`config.mk`:
```
export PLATFORM = sky130hd
export DESIGN_NAME = uart_regfile
export DESIGN_NICKNAME = d
export VERILOG_FILES = /design/src/rtl/uart_rf_pkg.sv /design/src/rtl/uart_rf_decode.sv /design/src/rtl/uart_rf_fifo.sv /design/src/rtl/uart_rf_status.sv /design/src/rtl/uart_regfile.sv
export SDC_FILE = /design/constraint.sdc
export NUM_CORES = 1
export LEC_CHECK = 0
export BUFFER_PORTS_ARGS = -buffer_cell sky130_fd_sc_hd__buf_2
export CAP_MARGIN = 0
export CORE_MARGIN = 3
export CORE_UTILIZATION = 31
export CTS_CLUSTER_DIAMETER = 100
export DETAILED_ROUTE_END_ITERATION = 7
export HOLD_SLACK_MARGIN = 0.1
export PLACE_DENSITY = 0.57
export SYNTH_ARGS = -nofsm -noshare
export SYNTH_HDL_FRONTEND = slang
export SYNTH_SLANG_ARGS = --single-unit
```
`constraint.sdc`:
```
create_clock -name clk -period 8.1 [get_ports clk]
set_input_delay 0.405 -clock clk [delete_from_list [all_inputs] [get_ports clk]]
set_output_delay 0.405 -clock clk [all_outputs]
set_load 0.05 [all_outputs]
```
`src/rtl/uart_rf_pkg.sv`:
```
package uart_rf_pkg;

  typedef enum logic [2:0] {
    OFF_DATA = 3'd0,
    OFF_IER  = 3'd1,
    OFF_IIR  = 3'd2,
    OFF_LCR  = 3'd3,
    OFF_MCR  = 3'd4,
    OFF_LSR  = 3'd5,
    OFF_MSR  = 3'd6,
    OFF_SCR  = 3'd7
  } reg_off_e;

  localparam int LSR_DR   = 0;
  localparam int LSR_OE   = 1;
  localparam int LSR_PE   = 2;
  localparam int LSR_FE   = 3;
  localparam int LSR_BI   = 4;
  localparam int LSR_THRE = 5;
  localparam int LSR_TEMT = 6;
  localparam int LSR_RXFE = 7;

  localparam logic [7:0] LSR_RD_CLR = 8'h9E;
  localparam logic [7:0] LSR_RESET  = 8'h60;

  typedef struct packed {
    logic thr_wr;
    logic rbr_rd;
    logic dll_wr;
    logic dll_rd;
    logic dlm_wr;
    logic dlm_rd;
    logic ier_wr;
    logic ier_rd;
    logic iir_rd;
    logic fcr_wr;
    logic lcr_wr;
    logic lcr_rd;
    logic mcr_wr;
    logic mcr_rd;
    logic lsr_rd;
    logic msr_rd;
    logic scr_wr;
    logic scr_rd;
  } acc_t;

endpackage

```
`src/rtl/uart_rf_decode.sv`:
```
module uart_rf_decode
  import uart_rf_pkg::*;
#(
  parameter int ADDR_W = 4
) (
  input  logic [ADDR_W-1:0] addr,
  input  logic              rd,
  input  logic              wr,
  input  logic              dlab,
  output acc_t              acc
);

  logic       hit;
  logic [2:0] off;

  generate
    if (ADDR_W > 3) begin : g_wide
      assign hit = (addr[ADDR_W-1:3] == '0);
    end else begin : g_narrow
      assign hit = 1'b1;
    end
  endgenerate

  assign off = addr[2:0];

  always_comb begin
    acc = '0;
    if (hit) begin
      unique case (reg_off_e'(off))
        OFF_DATA: begin
          if (dlab) begin
            acc.dll_wr = wr;
            acc.dll_rd = rd;
          end else begin
            acc.thr_wr = wr;
            acc.rbr_rd = rd;
          end
        end
        OFF_IER: begin
          if (dlab) begin
            acc.dlm_wr = wr;
            acc.dlm_rd = rd;
          end else begin
            acc.ier_wr = wr;
            acc.ier_rd = rd;
          end
        end
        OFF_IIR: begin
          acc.iir_rd = rd;
          acc.fcr_wr = wr;
        end
        OFF_LCR: begin
          acc.lcr_wr = wr;
          acc.lcr_rd = rd;
        end
        OFF_MCR: begin
          acc.mcr_wr = wr;
          acc.mcr_rd = rd;
        end
        OFF_LSR: acc.lsr_rd = rd;
        OFF_MSR: acc.msr_rd = rd;
        OFF_SCR: begin
          acc.scr_wr = wr;
          acc.scr_rd = rd;
        end
        default: acc = '0;
      endcase
    end
  end

endmodule

```
`src/rtl/uart_rf_fifo.sv`:
```
module uart_rf_fifo #(
  parameter int DW        = 8,
  parameter int DEPTH     = 16,
  parameter bit OVERWRITE = 1'b0,
  localparam int PW = (DEPTH > 1) ? $clog2(DEPTH) : 1,
  localparam int CW = $clog2(DEPTH + 1)
) (
  input  logic          clk,
  input  logic          rst_n,
  input  logic          clr,
  input  logic          deep,
  input  logic          push,
  input  logic [DW-1:0] wdata,
  input  logic          pop,
  output logic [DW-1:0] rdata,
  output logic [CW-1:0] count
);

  logic [DW-1:0] mem [DEPTH];
  logic [PW-1:0] wp, rp;
  logic [CW-1:0] lim;
  logic          full, do_pop, take, wr_en;

  assign lim    = deep ? CW'(DEPTH) : CW'(1);
  assign full   = (count == lim);
  assign do_pop = pop && (count != '0);
  assign take   = push && (!full || do_pop);

  generate
    if (OVERWRITE) begin : g_ovw
      assign wr_en = push;
    end else begin : g_drop
      assign wr_en = take;
    end
  endgenerate

  function automatic logic [PW-1:0] step(input logic [PW-1:0] p, input logic d);
    return (d && p != PW'(DEPTH - 1)) ? p + 1'b1 : '0;
  endfunction

  always_ff @(posedge clk) begin
    if (wr_en && !clr) mem[wp] <= wdata;
  end

  always_ff @(posedge clk or negedge rst_n) begin
    if (!rst_n) begin
      wp    <= '0;
      rp    <= '0;
      count <= '0;
    end else if (clr) begin
      wp    <= '0;
      rp    <= '0;
      count <= '0;
    end else begin
      if (take)   wp <= step(wp, deep);
      if (do_pop) rp <= step(rp, deep);
      count <= count + CW'(take) - CW'(do_pop);
    end
  end

  assign rdata = mem[rp];

  p_count_bound_r5: assert property (@(posedge clk) disable iff (!rst_n)
    count <= lim);

  p_full_push_hold_r12: assert property (@(posedge clk) disable iff (!rst_n)
    (push && full && !do_pop && !clr) |=> (count == $past(count)));

endmodule

```
`src/rtl/uart_rf_status.sv`:
```
module uart_rf_status
  import uart_rf_pkg::*;
#(
  parameter int CW   = 5,
  parameter int TO_W = 10
) (
  input  logic            clk,
  input  logic            rst_n,
  input  logic            thr_wr,
  input  logic            rbr_rd,
  input  logic            iir_rd,
  input  logic            lsr_rd,
  input  logic            msr_rd,
  input  logic            ier_thre,
  input  logic            tx_clr,
  input  logic            rx_clr,
  input  logic            tx_pop,
  input  logic [CW-1:0]   tx_count,
  input  logic            tx_busy,
  input  logic            rx_valid,
  input  logic            rx_full,
  input  logic [CW-1:0]   rx_count,
  input  logic            rx_perr,
  input  logic            rx_ferr,
  input  logic            rx_brk,
  input  logic [7:0]      msr_set,
  output logic [7:0]      lsr,
  output logic [7:0]      msr,
  output logic            thre_pend,
  output logic [TO_W-1:0] idle_cnt
);

  logic [7:0] lsr_n;
  logic       pend_n;
  logic       drop;

  assign drop = rx_valid && rx_full && !rbr_rd;

  always_comb begin
    lsr_n  = lsr;
    pend_n = thre_pend;
    if (lsr_rd) lsr_n = lsr_n & ~LSR_RD_CLR;
    // transmit side: set on drain, clears take precedence
    if (tx_pop && tx_count == CW'(1)) begin
      lsr_n[LSR_THRE] = 1'b1;
      pend_n          = 1'b1;
    end
    if (tx_count == '0 && !tx_busy) lsr_n[LSR_TEMT] = 1'b1;
    if (thr_wr) begin
      lsr_n[LSR_THRE] = 1'b0;
      lsr_n[LSR_TEMT] = 1'b0;
      pend_n          = 1'b0;
    end
    if (tx_clr) begin
      lsr_n[LSR_THRE] = 1'b0;
      pend_n          = 1'b0;
    end
    if (iir_rd && ier_thre) pend_n = 1'b0;
    // receive side
    if (rbr_rd) lsr_n[LSR_DR] = (rx_count > CW'(1));
    if (rx_valid) begin
      lsr_n[LSR_DR] = 1'b1;
      if (rx_perr) lsr_n[LSR_PE] = 1'b1;
      if (rx_ferr) lsr_n[LSR_FE] = 1'b1;
      if (rx_brk)  lsr_n[LSR_BI] = 1'b1;
      if (rx_perr || rx_ferr || rx_brk) lsr_n[LSR_RXFE] = 1'b1;
    end
    if (drop) begin
      lsr_n[LSR_OE]   = 1'b1;
      lsr_n[LSR_RXFE] = 1'b1;
    end
    if (rx_clr) lsr_n[LSR_DR] = 1'b0;
  end

  always_ff @(posedge clk or negedge rst_n) begin
    if (!rst_n) begin
      lsr       <= LSR_RESET;
      thre_pend <= 1'b1;
      msr       <= '0;
      idle_cnt  <= '0;
    end else begin
      lsr       <= lsr_n;
      thre_pend <= pend_n;
      msr       <= msr_rd ? msr_set : (msr | msr_set);
      if (rbr_rd || rx_valid)                   idle_cnt <= '0;
      else if (lsr[LSR_DR] && idle_cnt != '1)   idle_cnt <= idle_cnt + 1'b1;
    end
  end

  p_thr_clears_r4: assert property (@(posedge clk) disable iff (!rst_n)
    thr_wr |=> (!thre_pend && !lsr[LSR_THRE] && !lsr[LSR_TEMT]));

  p_iir_clears_pend_r8: assert property (@(posedge clk) disable iff (!rst_n)
    (iir_rd && ier_thre) |=> !thre_pend);

  p_lsr_read_clears_r9: assert property (@(posedge clk) disable iff (!rst_n)
    (lsr_rd && !rx_valid) |=> ((lsr & LSR_RD_CLR) == 8'h00));

  p_msr_read_clears_r10: assert property (@(posedge clk) disable iff (!rst_n)
    (msr_rd && msr_set == 8'h00) |=> (msr == 8'h00));

  p_idle_restart_r7: assert property (@(posedge clk) disable iff (!rst_n)
    rbr_rd |=> (idle_cnt == '0));

  p_rx_sets_ready_r12: assert property (@(posedge clk) disable iff (!rst_n)
    (rx_valid && !rx_clr) |=> lsr[LSR_DR]);

endmodule

```
`src/rtl/uart_regfile.sv`:
```
module uart_regfile
  import uart_rf_pkg::*;
#(
  parameter int ADDR_W        = 4,
  parameter int FIFO_DEPTH    = 16,
  parameter bit FIFO_AT_RESET = 1'b1,
  parameter int TO_W          = 10,
  localparam int CW = $clog2(FIFO_DEPTH + 1)
) (
  input  logic              clk,
  input  logic              rst_n,
  input  logic [ADDR_W-1:0] bus_addr,
  input  logic              bus_rd,
  input  logic              bus_wr,
  input  logic [7:0]        bus_wdata,
  output logic [7:0]        bus_rdata,
  output logic              tx_valid,
  input  logic              tx_ready,
  output logic [7:0]        tx_data,
  input  logic              tx_busy,
  input  logic              rx_valid,
  input  logic [7:0]        rx_data,
  input  logic              rx_perr,
  input  logic              rx_ferr,
  input  logic              rx_brk,
  input  logic [3:0]        iir_code,
  input  logic [7:0]        msr_set,
  output logic [15:0]       cfg_div,
  output logic [7:0]        cfg_lcr,
  output logic [3:0]        cfg_ier,
  output logic [4:0]        cfg_mcr,
  output logic              fifo_mode,
  output logic [1:0]        rx_trig,
  output logic [CW-1:0]     rx_count,
  output logic              thre_pend,
  output logic [TO_W-1:0]   rx_idle_cnt
);

  acc_t          acc;
  logic [7:0]    dll, dlm, scr, lsr, msr, rx_head;
  logic          toggle, tx_clr, rx_clr, tx_pop, rx_full;
  logic [CW-1:0] tx_count;

  uart_rf_decode #(.ADDR_W(ADDR_W)) i_decode (
    .addr (bus_addr),
    .rd   (bus_rd),
    .wr   (bus_wr),
    .dlab (cfg_lcr[7]),
    .acc  (acc)
  );

  // FIFO control: a change of the enable bit flushes both queues
  assign toggle = acc.fcr_wr && (bus_wdata[0] != fifo_mode);
  assign tx_clr = acc.fcr_wr && (bus_wdata[2] || toggle);
  assign rx_clr = acc.fcr_wr && (bus_wdata[1] || toggle);

  always_ff @(posedge clk or negedge rst_n) begin
    if (!rst_n) begin
      dll       <= '0;
      dlm       <= '0;
      cfg_lcr   <= '0;
      cfg_ier   <= '0;
      cfg_mcr   <= '0;
      scr       <= '0;
      fifo_mode <= FIFO_AT_RESET;
      rx_trig   <= '0;
    end else begin
      if (acc.dll_wr) dll     <= bus_wdata;
      if (acc.dlm_wr) dlm     <= bus_wdata;
      if (acc.lcr_wr) cfg_lcr <= bus_wdata;
      if (acc.ier_wr) cfg_ier <= bus_wdata[3:0];
      if (acc.mcr_wr) cfg_mcr <= bus_wdata[4:0];
      if (acc.scr_wr) scr     <= bus_wdata;
      if (acc.fcr_wr) begin
        fifo_mode <= bus_wdata[0];
        rx_trig   <= bus_wdata[7:6];
      end
    end
  end

  assign cfg_div = {dlm, dll};

  assign tx_valid = (tx_count != '0);
  assign tx_pop   = tx_valid && tx_ready;

  uart_rf_fifo #(.DW(8), .DEPTH(FIFO_DEPTH), .OVERWRITE(1'b1)) i_tx_fifo (
    .clk   (clk),
    .rst_n (rst_n),
    .clr   (tx_clr),
    .deep  (fifo_mode),
    .push  (acc.thr_wr),
    .wdata (bus_wdata),
    .pop   (tx_pop),
    .rdata (tx_data),
    .count (tx_count)
  );

  uart_rf_fifo #(.DW(8), .DEPTH(FIFO_DEPTH), .OVERWRITE(1'b0)) i_rx_fifo (
    .clk   (clk),
    .rst_n (rst_n),
    .clr   (rx_clr),
    .deep  (fifo_mode),
    .push  (rx_valid),
    .wdata (rx_data),
    .pop   (acc.rbr_rd),
    .rdata (rx_head),
    .count (rx_count)
  );

  assign rx_full = (rx_count == (fifo_mode ? CW'(FIFO_DEPTH) : CW'(1)));

  uart_rf_status #(.CW(CW), .TO_W(TO_W)) i_status (
    .clk       (clk),
    .rst_n     (rst_n),
    .thr_wr    (acc.thr_wr),
    .rbr_rd    (acc.rbr_rd),
    .iir_rd    (acc.iir_rd),
    .lsr_rd    (acc.lsr_rd),
    .msr_rd    (acc.msr_rd),
    .ier_thre  (cfg_ier[1]),
    .tx_clr    (tx_clr),
    .rx_clr    (rx_clr),
    .tx_pop    (tx_pop),
    .tx_count  (tx_count),
    .tx_busy   (tx_busy),
    .rx_valid  (rx_valid),
    .rx_full   (rx_full),
    .rx_count  (rx_count),
    .rx_perr   (rx_perr),
    .rx_ferr   (rx_ferr),
    .rx_brk    (rx_brk),
    .msr_set   (msr_set),
    .lsr       (lsr),
    .msr       (msr),
    .thre_pend (thre_pend),
    .idle_cnt  (rx_idle_cnt)
  );

  always_comb begin
    bus_rdata = 8'h00;
    if (acc.rbr_rd)      bus_rdata = rx_head;
    else if (acc.dll_rd) bus_rdata = dll;
    else if (acc.dlm_rd) bus_rdata = dlm;
    else if (acc.ier_rd) bus_rdata = {4'b0000, cfg_ier};
    else if (acc.iir_rd) bus_rdata = {2'b11, 2'b00, iir_code};
    else if (acc.lcr_rd) bus_rdata = cfg_lcr;
    else if (acc.mcr_rd) bus_rdata = 8'h00;
    else if (acc.lsr_rd) bus_rdata = lsr;
    else if (acc.msr_rd) bus_rdata = msr;
    else if (acc.scr_rd) bus_rdata = scr;
  end

  p_fcr_toggle_flush_r5: assert property (@(posedge clk) disable iff (!rst_n)
    toggle |=> (rx_count == '0 && !tx_valid));

  p_dlab_no_push_r2: assert property (@(posedge clk) disable iff (!rst_n)
    (bus_wr && bus_addr == '0 && cfg_lcr[7] && !tx_valid) |=> !tx_valid);

endmodule

```
Yosys cells after proc, flatten, opt, wreduce, memory -nomap -nowiden
Memories as Yosys holds them, arrays and structs flattened. Index checks and enable logic that the tools add are counted.

Bitwise operators: 1. Reduce and logical (&&, ||, !) cells: 47. Add/subtract/negate cells: 9. Order comparisons: 1. Eq/ne operators: 16. Multiplexer cells: 63.

Operators with widths (number): 2-to-1 mux 8 bit (12); 2-to-1 mux 4 bit (14); 2-to-1 mux 1 bit (23); logical AND 1 bit (20); 2-to-1 mux 10 bit (2); 2-to-1 mux 18 bit (1); adder 4 x 1 -> 4 bit (second input constant) (4); inequality test 4 bit (second input constant) (4); 2-to-1 mux 5 bit (3); 2-to-1 mux 2 bit (7); nonzero test 2 bit (7); == test 3 bit (second input constant) (4); adder 10 x 1 -> 10 bit (second input constant) (1); adder 5 x 1 -> 5 bit (2); == test 5 bit (2); inequality test 10 bit (second input constant) (1); nonzero test 5 bit (2); subtractor 5 x 1 -> 5 bit (2); bitwise OR 8 bit (1); logical OR 1 bit (7); == test 3 x 2 -> 1 bit (second input constant) (2); logical NOT 1 bit (6); nonzero test 3 bit (2); == test 5 x 1 -> 1 bit (second input constant) (1); other kinds (7) (7).

Bits in writable memories: 256. Input bits: 42. Word-level logic and storage cells: 161. Memories: 2. Register bits: 97.

Memories: i_rx_fifo.mem (words 16, bits a word 8, rd ports 1, clocked after Yosys merged registers in 0, write ports 1, line uart_rf_fifo.sv:19) `logic [DW-1:0] mem [DEPTH];`; i_tx_fifo.mem (words 16, bits a word 8, rd ports 1, clocked after Yosys merged registers in 0, write ports 1, line uart_rf_fifo.sv:19).

Logic depth before layout (Yosys ltp)
Depth in word-level cells: 13. Depth in mapped cells: 16. Gate-level depth less buffers: 15.

Hierarchy
Synthesis repeated with hierarchy kept, for this count alone.

Cell total of the unflattened synthesis: 1066. Area total of the unflattened synthesis: 15621.2 um^2.

Modules (own cells, without submodules): uart_rf_fifo (i_tx_fifo) (cells each 357, instances 1, area each 5935.7 um^2); uart_rf_fifo (i_rx_fifo) (cells each 349, instances 1, area each 5865.6 um^2); uart_regfile (cells each 206, instances 1, area each 2312.2 um^2); uart_rf_status (cells each 125, instances 1, area each 1315.0 um^2); uart_rf_decode (cells each 29, instances 1, area each 192.7 um^2).

Worst setup path after synthesis
Ideal clock, no wire load.

Path type: register to register. Start point: register i_tx_fifo.count[3]. End point: register i_tx_fifo.count[4]. Arrival time: 3015 ps. Library setup time: 132 ps. Required time: 7968 ps. Stages on the path, launching flop included: 15. Path slack: 4953 ps. Clock period less this slack: 3147 ps. Path through: dfrtp_1 inv_1 ha_1 or4b_2 nand2_1 inv_1 ha_1 inv_1 ha_1 fa_1 a21oi_1 nor2_1 nor2_1 xnor2_1 nor2_1.

Longest elaborated chain between the ends: 8.

Ends and longest elaborated chain: start: declaration (line uart_rf_fifo.sv:16) `output logic [CW-1:0] count`; start signal: assignment (line uart_rf_fifo.sv:57) `count <= count + CW'(take) - CW'(do_pop);`; nonzero test 5 bit (*) (line uart_regfile.sv:83) `assign tx_valid = (tx_count != '0);`; named net tx_valid (line uart_regfile.sv:17) `output logic tx_valid,`; logical AND 1 bit (line uart_regfile.sv:84) `assign tx_pop = tx_valid && tx_ready;`; logical AND 1 bit (*) (line uart_rf_fifo.sv:26) `assign do_pop = pop && (count != '0);`; logical OR 1 bit (line uart_rf_fifo.sv:27) `assign take = push && (!full || do_pop);`; logical AND 1 bit (line uart_rf_fifo.sv:27); adder 5 x 1 -> 5 bit (line uart_rf_fifo.sv:57); subtractor 5 x 1 -> 5 bit (*) (line uart_rf_fifo.sv:57); 2-to-1 mux 5 bit (*) (line uart_rf_fifo.sv:50) `end else if (clr) begin`.

Mark *: on every way through the listed nets, which the timed path passes. The rest lies on a longest branch. A chain may end at the register's enable or synchronous reset.

Worst setup path after layout
Start point: register cfg_lcr[7]. End point: memory i_rx_fifo.mem[1][6] (enable).

Longest elaborated chain between the ends: 9.

Ends and longest elaborated chain: start: declaration (line uart_regfile.sv:29) `output logic [7:0] cfg_lcr,`; start signal: assignment (line uart_regfile.sv:70) `if (acc.lcr_wr) cfg_lcr <= bus_wdata;`; 2-to-1 mux 2 bit (line uart_rf_decode.sv:31) `if (dlab) begin`; 2-to-1 mux 4 bit (line uart_rf_decode.sv:29) `unique case (reg_off_e'(off))`; 2-to-1 mux 18 bit (line uart_rf_decode.sv:28) `if (hit) begin`; logical AND 1 bit (line uart_rf_fifo.sv:26); logical OR 1 bit (line uart_rf_fifo.sv:27); logical AND 1 bit (line uart_rf_fifo.sv:27); logical AND 1 bit (line uart_rf_fifo.sv:42) `if (wr_en && !clr) mem[wp] <= wdata;`; 2-to-1 mux 1 bit (line uart_rf_fifo.sv:42); 2-to-1 mux 1 bit (implied by the code) (line uart_rf_fifo.sv:42); end: declaration (line uart_rf_fifo.sv:19).

No other way between the ends.

==> run_summary.xml <==
<?xml version="1.0" encoding="UTF-8"?>
<metrics>
  <group name="logic_synthesis">
    <metric name="synth-main-ff-cell" unit="">sky130_fd_sc_hd__edfxtp_1</metric>
    <metric name="ys_seq_elements" unit="">353</metric>
    <metric name="post_synth.cell_area_avg" unit="sq um">15.95</metric>
    <metric name="number_of_warnings_reported_in_the_yosys_synthesis_log" unit="">0</metric>
    <metric name="netlist.top_cell.by_area" unit="">sky130_fd_sc_hd__edfxtp_1</metric>
    <metric name="synth_fa_ha_area_share" unit="%">2.401</metric>
    <metric name="synth_top_area_share" unit="%">50.52</metric>
    <metric name="fraction_of_synthesized_cell_area_in_xor_and_xnor_cells" unit="%">0.6331</metric>
    <metric name="synth_nets" unit="">1024</metric>
    <metric name="fraction_of_synthesis_flops_using_an_asynchronous_set_or_reset_pin" unit="%">27.48</metric>
    <metric name="synth-edff-count" unit="">256</metric>
    <metric name="synthMuxAreaShare" unit="%">14.87</metric>
    <metric name="simple_gate_fraction_of_synth_area" unit="%">8.165</metric>
    <metric name="synth_top_family_by_area" unit="">multiplexers</metric>
    <metric name="synth_seq_area_share" unit="%">66.50</metric>
    <metric name="instance_count_of_the_mapped_netlist" unit="">954</metric>
    <metric name="syn-cell-area" unit="sq mm">0.01522</metric>
    <metric name="synth.distinct_cells" unit="">68</metric>
    <metric name="complex_gate_fraction_of_the_synthesized_area" unit="%">5.229</metric>
    <metric name="synthTopCellsByArea" unit="">sky130_fd_sc_hd__edfxtp_1, sky130_fd_sc_hd__dfrtp_1, sky130_fd_sc_hd__mux4_2</metric>
  </group>
  <group name="place">
    <metric name="placement.io_buffers" unit="">110</metric>
    <metric name="globalplace.congestion" unit="">0.8096</metric>
    <metric name="dpl_worst_slack" unit="ns">4.011</metric>
    <metric name="dpl.hpwl" unit="um">25230</metric>
  </group>
  <group name="timing">
    <metric name="max-slew-margin-rel" unit="%">20.12</metric>
    <metric name="rsz0062_at_grt" unit="">no</metric>
    <metric name="finalSetupViolations" unit="">0</metric>
    <metric name="final.setup.tns" unit="ns">0</metric>
    <metric name="min_period" unit="ns">3.655</metric>
    <metric name="final_max_slew_viol_count" unit="">0</metric>
    <metric name="fin_crit_sh" unit="%">45.13</metric>
    <metric name="fin_worst_skew" unit="ns">0.02316</metric>
    <metric name="upper_clock_frequency_limit" unit="GHz">0.2736</metric>
    <metric name="tightestPinTransition" unit="ns">1.189</metric>
    <metric name="postLayoutSetupSlackWorst" unit="ns">4.445</metric>
    <metric name="hold_viol_final" unit="">0</metric>
  </group>
  <group name="finish">
    <metric name="nFillCells" unit="">4514</metric>
    <metric name="syn2layout_area_growth" unit="%">18.23</metric>
    <metric name="mostFrequentLayoutCell" unit="">sky130_fd_sc_hd__edfxtp_1</metric>
    <metric name="insertedDiodeCount" unit="">0</metric>
    <metric name="most-common-layout-cells" unit="">sky130_fd_sc_hd__edfxtp_1, sky130_fd_sc_hd__buf_2, sky130_fd_sc_hd__dfrtp_1</metric>
    <metric name="reg_area" unit="sq mm">0.01012</metric>
    <metric name="fin_nets" unit="">1154</metric>
    <metric name="final_core_utilization" unit="%">37.37</metric>
    <metric name="multiInputGateArea" unit="sq mm">0.004770</metric>
    <metric name="post_route_cells_drive_above_1_share" unit="%">29.36</metric>
  </group>
  <group name="clock_network">
    <metric name="clkLatencyLatePin" unit="ns">0.58</metric>
    <metric name="max-clock-path-buffers" unit="">3</metric>
    <metric name="htree_levels" unit="">2</metric>
    <metric name="number_of_gates_resized_after_cts" unit="">0</metric>
    <metric name="tritoncts" unit="">built</metric>
    <metric name="cts.clk_slew.worst_paths" unit="ns">0.06</metric>
    <metric name="cts_inserted_buffers" unit="">41</metric>
    <metric name="cts.sink_count" unit="">353</metric>
    <metric name="postCtsSetupBuffers" unit="">0</metric>
    <metric name="clock_tree_root_driver_cell" unit="">sky130_fd_sc_hd__clkbuf_16</metric>
  </group>
  <group name="critical_path">
    <metric name="max_stage_delay" unit="ns">0.99</metric>
    <metric name="crit_fanout" unit="">14</metric>
    <metric name="cp_data_required_time" unit="ns">8.27</metric>
    <metric name="worstSetupPathType" unit="">reg2reg</metric>
    <metric name="cp_cell_sequence" unit="">nor2_2 &gt; o311ai_1 &gt; buf_4 &gt; a21boi_1 &gt; nand3_1 &gt; nor3_1</metric>
    <metric name="crit_slowest_cell" unit="">sky130_fd_sc_hd__nor3_1</metric>
    <metric name="worst_setup_path_end_kind" unit="">flop</metric>
    <metric name="timing.critical_path.arrival" unit="ns">3.82</metric>
    <metric name="startpoint_kind_of_the_worst_setup_timing_path" unit="">flop</metric>
  </group>
  <group name="min_path">
    <metric name="hp-class" unit="">in2reg</metric>
  </group>
  <group name="detailed_routing">
    <metric name="drt-vias-per-instance" unit="">4.977</metric>
    <metric name="dr_total_vias" unit="">8824</metric>
    <metric name="drc" unit="">0</metric>
    <metric name="drt-initial-drc-count" unit="">709</metric>
    <metric name="antenna_violating_nets_post_route" unit="">0</metric>
    <metric name="routed_wl_per_cell" unit="um">20.91</metric>
    <metric name="detail_route.wirelength" unit="um">37080</metric>
    <metric name="1st_pass_router_iterations" unit="">8</metric>
  </group>
  <group name="global_routing">
    <metric name="grtUsageMet1" unit="%">19.62</metric>
    <metric name="grt_pass1_wl" unit="um">55960</metric>
    <metric name="overall_global_routing_usage" unit="%">14.35</metric>
    <metric name="first_global_vias" unit="">8920</metric>
    <metric name="grt.busiest_layer" unit="">met2</metric>
    <metric name="grt_util_met2" unit="%">23.09</metric>
    <metric name="globalRouteMet3Util" unit="%">3.327</metric>
    <metric name="grt_antenna_before_repair" unit="">0</metric>
    <metric name="grt_max_degree" unit="">71</metric>
    <metric name="gr-total-overflow" unit="">0</metric>
  </group>
  <group name="power_and_ir_drop">
    <metric name="p_leak" unit="nW">6.375</metric>
    <metric name="peakVddDrop" unit="uV">199.3</metric>
    <metric name="power.total" unit="mW">5.272</metric>
    <metric name="power.density" unit="mW/mm^2">293.1</metric>
  </group>
  <group name="die">
    <metric name="floorplan.die.width" unit="um">227.6</metric>
    <metric name="die-height" unit="um">227.6</metric>
    <metric name="floorplan.io_pins" unit="">111</metric>
    <metric name="num_rows" unit="">80</metric>
    <metric name="floorplan.die_area" unit="sq mm">0.05178</metric>
    <metric name="core_area" unit="sq mm">0.04815</metric>
    <metric name="start_util" unit="%">31.61</metric>
  </group>
  <group name="run">
    <metric name="max-cap-violations" unit="">0</metric>
  </group>
  <group name="run_status">
    <metric name="run_status" unit="">complete, no violations</metric>
  </group>
</metrics>
==> critical path: cells and delay by family (launching register included) <==
kind,cells,cell delay (ns)
AO/OA/AOI/OAI,2,0.82
flip-flops,1,0.57
AND/OR/NAND/NOR,3,1.67
buffers and inverters,1,0.20
==> final cells by class <==
| type | count | area share [%] |
|---|---|---|
| flip-flops and latches | 353 | 56.26 |
| multi-input cells | 525 | 26.51 |
| clock buffers | 52 | 6.210 |
| well taps | 656 | 4.562 |
| repair buffers | 136 | 4.340 |
| clock inverters | 24 | 1.551 |
| inverters | 27 | 0.5633 |
==> sequential cells by signal, summed over array words and instances (netlist names), 8 cells and up <==
signal             cells
i_tx_fifo.mem        128
i_status.idle_cnt     10
scr                    8
dll                    8
i_status.lsr           8
i_rx_fifo.mem        128
i_status.msr           8
cfg_lcr                8
dlm                    8
==> timing repair <==
action / 4_1_cts / 5_1_grt
setup endpoints to repair: 0 / 0
hold buffers: 13 / 0
endpoints found under the hold margin: 39 / 0
==> power breakdown <==
part           switching [mW]  total [mW]  internal [mW]
Clock                   0.761        1.88           1.12
Combinational           0.737        1.18          0.441
Sequential              0.125        2.22           2.09
==> metrics by stage <==
stage / hold slack, ns / instance area (sq um) / cells
4_1_cts: 0.1829 / 17990 / 1773
2_1_floorplan: 0.1094 / 15220 / 954
3_5_place_dp: 0.3465 / 16460 / 1684
5_1_grt: 0.2118 / 17990 / 1773
6_report: 0.2251 / 17990 / 1773
3_3_place_gp: 0.3385 / 16460 / 1684
==> path summary, 6_finish.rpt <==
kind | depth (start not counted) | end | slack (ns) | start
worst max-delay path | 6 | i_rx_fifo.mem[1][6] | 4.44 | cfg_lcr[7]
worst min-delay path | 2 | i_status.lsr[7] | 0.23 | rx_valid
worst max register to register | 6 | i_rx_fifo.mem[1][6] | 4.44 | cfg_lcr[7]
worst min register to register | 1 | i_status.msr[0] | 0.48 | i_status.msr[0]
max in group asynchronous | 3 | i_tx_fifo.rp[0] | 6.49 | rst_n
min in group asynchronous | 2 | dlm[0] | 0.31 | rst_n
==> metal layers <==
layer | share of wire [%] | wire length, um
met1 | 43 | 16050
met2 | 49 | 18070
met3 | 6.1 | 2252
met4 | 1.9 | 707
met5 | 0 | 0
==> synthesized netlist by cell type, types with 3 or more instances <==
| cell | n |
|---|---|
| sky130_fd_sc_hd__dfstp_2 | 4 |
| sky130_fd_sc_hd__and4_1 | 3 |
| sky130_fd_sc_hd__ha_1 | 26 |
| sky130_fd_sc_hd__a21oi_1 | 33 |
| sky130_fd_sc_hd__nand2b_1 | 20 |
| sky130_fd_sc_hd__or3_1 | 5 |
| sky130_fd_sc_hd__a211oi_1 | 3 |
| sky130_fd_sc_hd__buf_4 | 7 |
| sky130_fd_sc_hd__buf_2 | 18 |
| sky130_fd_sc_hd__nand3b_1 | 5 |
| sky130_fd_sc_hd__clkbuf_1 | 22 |
| sky130_fd_sc_hd__o22ai_1 | 6 |
| sky130_fd_sc_hd__and3_1 | 6 |
| sky130_fd_sc_hd__inv_1 | 27 |
| sky130_fd_sc_hd__o21ai_0 | 18 |
| sky130_fd_sc_hd__a22o_1 | 5 |
| sky130_fd_sc_hd__o221ai_1 | 3 |
| sky130_fd_sc_hd__xnor2_1 | 5 |
| sky130_fd_sc_hd__a22oi_1 | 4 |
| sky130_fd_sc_hd__o211ai_1 | 5 |
| sky130_fd_sc_hd__nor2b_1 | 11 |
| sky130_fd_sc_hd__nor4_1 | 4 |
| sky130_fd_sc_hd__mux4_2 | 73 |
| sky130_fd_sc_hd__a31oi_1 | 7 |
| sky130_fd_sc_hd__o2111ai_1 | 5 |
| sky130_fd_sc_hd__nand3_1 | 20 |
| sky130_fd_sc_hd__dfrtp_1 | 93 |
| sky130_fd_sc_hd__nand4_1 | 9 |
| sky130_fd_sc_hd__edfxtp_1 | 256 |
| sky130_fd_sc_hd__nor2_1 | 67 |
| sky130_fd_sc_hd__nand2_1 | 43 |
| sky130_fd_sc_hd__a21o_1 | 10 |
| sky130_fd_sc_hd__mux2i_1 | 9 |
| sky130_fd_sc_hd__nor3_1 | 21 |
| sky130_fd_sc_hd__o41ai_1 | 4 |
| sky130_fd_sc_hd__mux2_2 | 47 |
| sky130_fd_sc_hd__or3b_2 | 3 |
| sky130_fd_sc_hd__xor2_1 | 6 |
| sky130_fd_sc_hd__o31ai_1 | 4 |
==> cell families after synthesis <==
| logic type | Yosys count |
|---|---|
| DFF | 353 |
| adders and majority gates | 28 |
| buffers and inverters | 76 |
| and+or+nand+nor | 237 |
| muxes | 129 |
| AOI/OAI and AO/OA | 120 |
| xor gates and xnor gates | 11 |
No activity file was read; power rests on OpenSTA's default activity.
